===== src/rtl/ebuf_pkg.sv =====
package ebuf_pkg;

  typedef enum logic [1:0] {
    OCC_EMPTY = 2'd0,
    OCC_ONE   = 2'd1,
    OCC_TWO   = 2'd2
  } occ_e;

  localparam int unsigned NUM_SLOTS = 2;

  typedef struct packed {
    logic main_load;
    logic main_from_side;
    logic side_load;
  } slot_ctl_t;

endpackage


===== src/rtl/ebuf_ctrl.sv =====
module ebuf_ctrl
  import ebuf_pkg::*;
(
  input  logic      clk,
  input  logic      rst,
  input  logic      up_valid,
  input  logic      dn_ready,
  output logic      up_ready,
  output logic      dn_valid,
  output slot_ctl_t ctl
);

  occ_e occ_q, occ_d;
  logic ready_q, valid_q;
  logic push, pop;

  assign push = up_valid & ready_q;
  assign pop  = valid_q & dn_ready;

  always_comb begin
    occ_d = occ_q;
    ctl   = '0;
    unique case (occ_q)
      OCC_EMPTY: begin
        if (push) begin
          ctl.main_load = 1'b1;
          occ_d         = OCC_ONE;
        end
      end
      OCC_ONE: begin
        if (push && pop) begin
          ctl.main_load = 1'b1;
        end else if (push) begin
          ctl.side_load = 1'b1;
          occ_d         = OCC_TWO;
        end else if (pop) begin
          occ_d = OCC_EMPTY;
        end
      end
      OCC_TWO: begin
        if (pop) begin
          ctl.main_load      = 1'b1;
          ctl.main_from_side = 1'b1;
          occ_d              = OCC_ONE;
        end
      end
      default: occ_d = OCC_EMPTY;
    endcase
  end

  always_ff @(posedge clk) begin
    if (rst) begin
      occ_q   <= OCC_EMPTY;
      ready_q <= 1'b1;
      valid_q <= 1'b0;
    end else begin
      occ_q   <= occ_d;
      ready_q <= (occ_d != OCC_TWO);
      valid_q <= (occ_d != OCC_EMPTY);
    end
  end

  assign up_ready = ready_q;
  assign dn_valid = valid_q;

endmodule


===== src/rtl/ebuf_slot.sv =====
module ebuf_slot #(
  parameter int unsigned WIDTH = 32
) (
  input  logic             clk,
  input  logic             load,
  input  logic [WIDTH-1:0] d,
  output logic [WIDTH-1:0] q
);

  logic [WIDTH-1:0] q_r;

  always_ff @(posedge clk) begin
    if (load) q_r <= d;
  end

  assign q = q_r;

endmodule


===== src/rtl/elastic_stage.sv =====
module elastic_stage
  import ebuf_pkg::*;
#(
  parameter int unsigned WIDTH = 32
) (
  input  logic             clk,
  input  logic             rst,
  input  logic             in_valid,
  output logic             in_ready,
  input  logic [WIDTH-1:0] in_data,
  output logic             out_valid,
  input  logic             out_ready,
  output logic [WIDTH-1:0] out_data
);

  slot_ctl_t        ctl;
  logic [WIDTH-1:0] slot_q [NUM_SLOTS];

  ebuf_ctrl u_ctrl (
    .clk      (clk),
    .rst      (rst),
    .up_valid (in_valid),
    .dn_ready (out_ready),
    .up_ready (in_ready),
    .dn_valid (out_valid),
    .ctl      (ctl)
  );

  // slot 0 is the main slot driving the output, slot 1 is the side slot
  for (genvar g = 0; g < NUM_SLOTS; g++) begin : g_slot
    if (g == 0) begin : g_main
      logic [WIDTH-1:0] main_d;
      assign main_d = ctl.main_from_side ? slot_q[1] : in_data;
      ebuf_slot #(.WIDTH(WIDTH)) u_slot (
        .clk  (clk),
        .load (ctl.main_load),
        .d    (main_d),
        .q    (slot_q[g])
      );
    end else begin : g_side
      ebuf_slot #(.WIDTH(WIDTH)) u_slot (
        .clk  (clk),
        .load (ctl.side_load),
        .d    (in_data),
        .q    (slot_q[g])
      );
    end
  end

  assign out_data = slot_q[0];

endmodule


===== config.mk =====
export PLATFORM = sky130hd
export DESIGN_NAME = elastic_stage
export DESIGN_NICKNAME = d
export VERILOG_FILES = /design/src/rtl/ebuf_pkg.sv /design/src/rtl/ebuf_ctrl.sv /design/src/rtl/ebuf_slot.sv /design/src/rtl/elastic_stage.sv
export SDC_FILE = /design/constraint.sdc
export NUM_CORES = 1
export LEC_CHECK = 0
export ABC_AREA = 1
export BUFFER_PORTS_ARGS = -buffer_cell sky130_fd_sc_hd__buf_2
export CAP_MARGIN = 30
export CORE_MARGIN = 2
export CORE_UTILIZATION = 47
export DETAILED_ROUTE_END_ITERATION = 10
export GPL_TIMING_DRIVEN = 0
export PLACE_DENSITY = 0.81
export RECOVER_POWER = 25
export SYNTH_ARGS = -nofsm -noshare
export SYNTH_HDL_FRONTEND = slang
export SYNTH_SLANG_ARGS = --single-unit
export TNS_END_PERCENT = 100

===== constraint.sdc =====
create_clock -name clk -period 2.3 [get_ports clk]
set_input_delay 0.23 -clock clk [delete_from_list [all_inputs] [get_ports clk]]
set_output_delay 0.23 -clock clk [all_outputs]
set_load 0.02 [all_outputs]

==> results.sh <==
export IMPL_status="complete, no violations"
export IMPL_cp_start_kind="flop"
export IMPL_grt_pass1_vias=1556
export IMPL_post_cts_buffers=0
export IMPL_hold_slack_ps=88.5
export IMPL_critPathBufInv=1
export IMPL_io_pins=70
export IMPL_cp_top_family="simple AND/OR/NAND/NOR gates"
export IMPL_post_route_min_period_ps=1960
export IMPL_max_clock_freq_mhz=509
export IMPL_hold_path_class="input pin to flop"
export IMPL_route_vias_total=1596
export IMPL_tightest_slew_ps=923
export IMPL_worst_r2r_cell_count=4
export IMPL_synth_compound_area_share_pct=10.7
export IMPL_syn_nets=232
export IMPL_synth_mux_area_share_pct=0
export IMPL_cts_buffers_inserted=9
export IMPL_synth_cell_type_count=13
export IMPL_vdd_ir_drop_max_uv=474
export IMPL_ff2ff_setup_slack_ps=340
export IMPL_final_common_cell="edfxtp_1"
export IMPL_min_period_over_period_pct=85.3
export IMPL_drive_gt1_share_pct=36.2
export IMPL_nets=313
export IMPL_drv_cap=0
export IMPL_synth_area_per_cell_um2=13.8
export IMPL_htreeDepth=3
export IMPL_grtUsageTotal_pct=15.7
export IMPL_required_ps=2250
export IMPL_crit_arrival_ps=1920
export IMPL_most_common_layout_cells="edfxtp_1 (64), buf_2 (45), nand2_1 (44)"
export IMPL_ys_ff_latch=68
export IMPL_fp_coreArea_um2=5540
export IMPL_cp_startpoint="u_ctrl.dn_valid"
export IMPL_report_power_total_uw=2790
export IMPL_grt_first_pass_wirelength_um=7240
export IMPL_crit_path_end_kind="flop"
export IMPL_ys_seq_area_share_pct=73.8
export IMPL_vias_per_cell=4.51
export IMPL_yosys_area_share_simple_pct=7.61
export IMPL_clk_insertion_delay_late_ps=330
export IMPL_start_util_pct=49.0
export IMPL_wirelength_um=4530
export IMPL_netlist_instances=196
export IMPL_die_y_um=80.0
export IMPL_reg2reg_to="g_slot[0].g_main.u_slot.q[25]"
export IMPL_rsz0062_at_grt="no"
export IMPL_synth_top_family_by_area="compound AO/OA/AOI/OAI gates"
export IMPL_place_inst=338
export IMPL_path_clk_slew_ps=70
export IMPL_crit_fanout=32
export IMPL_dp_hpwl_um=3060
export IMPL_gp_congestion=0.752
export IMPL_drtIter0Drc=118
export IMPL_final_util_pct=60.2
export IMPL_setup_viol=0
export IMPL_grt_max_degree=33
export IMPL_port_buffers=69
export IMPL_gr_total_overflow=0
export IMPL_antenna_cells=0
export IMPL_cts_root_buf="clkbuf_8"
export IMPL_die_w_um=80.0
export IMPL_cp_cell_sequence="nand2_1 -> o21ai_0 -> inv_1 -> nor2_4"
export IMPL_cpPeakStageDelay_ps=710
export IMPL_synth_xor_area_share_pct=0
export IMPL_clock_skew_ps=5.64
export IMPL_post_route_drc_count=0
export IMPL_synth_adder_area_share_pct=0
export IMPL_leakagePower_uw=0.00146
export IMPL_syn2layout_area_growth_pct=22.9
export IMPL_first_pass_iters=4
export IMPL_row_count=27
export IMPL_path_class="flop to flop"
export IMPL_clkSinkCount=68
export IMPL_cp_slowest_cell="nor2_4"
export IMPL_slew_violations=0
export IMPL_worstSetupEndpoint="g_slot[0].g_main.u_slot.q[25]"
export IMPL_dieArea_um2=6400
export IMPL_relSlewSlack_pct=38.4
export IMPL_ys_warn_count=0
export IMPL_antenna_left=0
export IMPL_syn_area_um2=2710
export IMPL_antenna_found_initial=0
export IMPL_rr_startpoint="u_ctrl.dn_valid"
export IMPL_cts_resized=0
export IMPL_path_depth=4
export IMPL_cellPowerDensity_nw_per_um2=838
export IMPL_wl_per_cell_um=12.8
export IMPL_tritoncts="yes"
export IMPL_cts_path_max_buffers=2
export IMPL_stdcell_count=354
export IMPL_final_hold_violation_count=0
export IMPL_fin_tns_setup_ps=0
export IMPL_fill_cells=475
export IMPL_cts_hold_buf=0
## per-layer routing
metal	track usage, %	wire (um)	up-vias
li1	-	-	816
met1	19.8	1990	725
met2	24.5	2240	48
met3	4.98	245	7
met4	7.80	53	0
met5	0	0	-
## through the flow
stage | worst slack, ps | area, um2
5_1_grt | 202 | 3330
2_1_floorplan | 184 | 2720
6_report | 337 | 3330
3_5_place_dp | 364 | 3180
4_1_cts | 345 | 3360
3_3_place_gp | -110 | 3150
## sequential cells by signal, indices dropped and copies added, names as in the netlist
| signal | count |
|---|---|
| u_ctrl.occ_q | 2 |
| g_slot.g_side.u_slot.q | 32 |
| g_slot.g_main.u_slot.q | 32 |
| u_ctrl.up_ready | 1 |
| u_ctrl.dn_valid | 1 |
## Yosys cell counts, drive strengths merged
library cell,number,area share (%)
nor2,3,0.69
buf,6,2.5
nand3,2,0.83
a21oi,1,0.18
o21ai,33,11
nand2,44,6.1
edfxtp,64,71
inv,39,5.4
dfxtp,4,3.0
## final cells by class
cell class | count | area (um2) | share of cell area (%)
plain buffers | 6 | 67.6 | 2.03
clock buffers | 9 | 124 | 3.71
clock inverters | 7 | 57.6 | 1.73
inverters | 39 | 146 | 4.39
multi-input cells | 83 | 504 | 15.1
flip-flops and latches | 68 | 2000 | 60.0
well taps | 72 | 90.1 | 2.70
repair buffers | 70 | 343 | 10.3
## worst register-to-register path: cells and delay by family, from the launching register on
family | cells | cell delay, ps
AO/OA/AOI/OAI | 1 | 240
buffers and inverters | 1 | 110
AND/OR/NAND/NOR | 2 | 820
flip-flops | 1 | 400
## worst min path at each step
stage	start	to	cells after the start
floorplan	in_data[0]	g_slot[1].g_side.u_slot.q[0]	0
finish	in_data[3]	g_slot[1].g_side.u_slot.q[3]	1
CTS	in_data[27]	g_slot[1].g_side.u_slot.q[27]	1
detailed placement	in_data[9]	g_slot[1].g_side.u_slot.q[9]	1
global route	in_data[23]	g_slot[1].g_side.u_slot.q[23]	1
global placement	in_data[8]	g_slot[1].g_side.u_slot.q[8]	1
## cell families (layout without fill, tap and decap cells)
group / Yosys count / count (layout)
AOI/OAI and AO/OA: 34 / 34
buffers and inverters: 45 / 131
DFF: 68 / 68
and+or+nand+nor: 49 / 49
## power breakdown
| part | switching (uW) | internal, uW |
|---|---|---|
| Combinational | 248 | 107 |
| Clock | 428 | 486 |
| Sequential | 31.9 | 1490 |
Note: power is estimated with default switching activity, not from simulation.
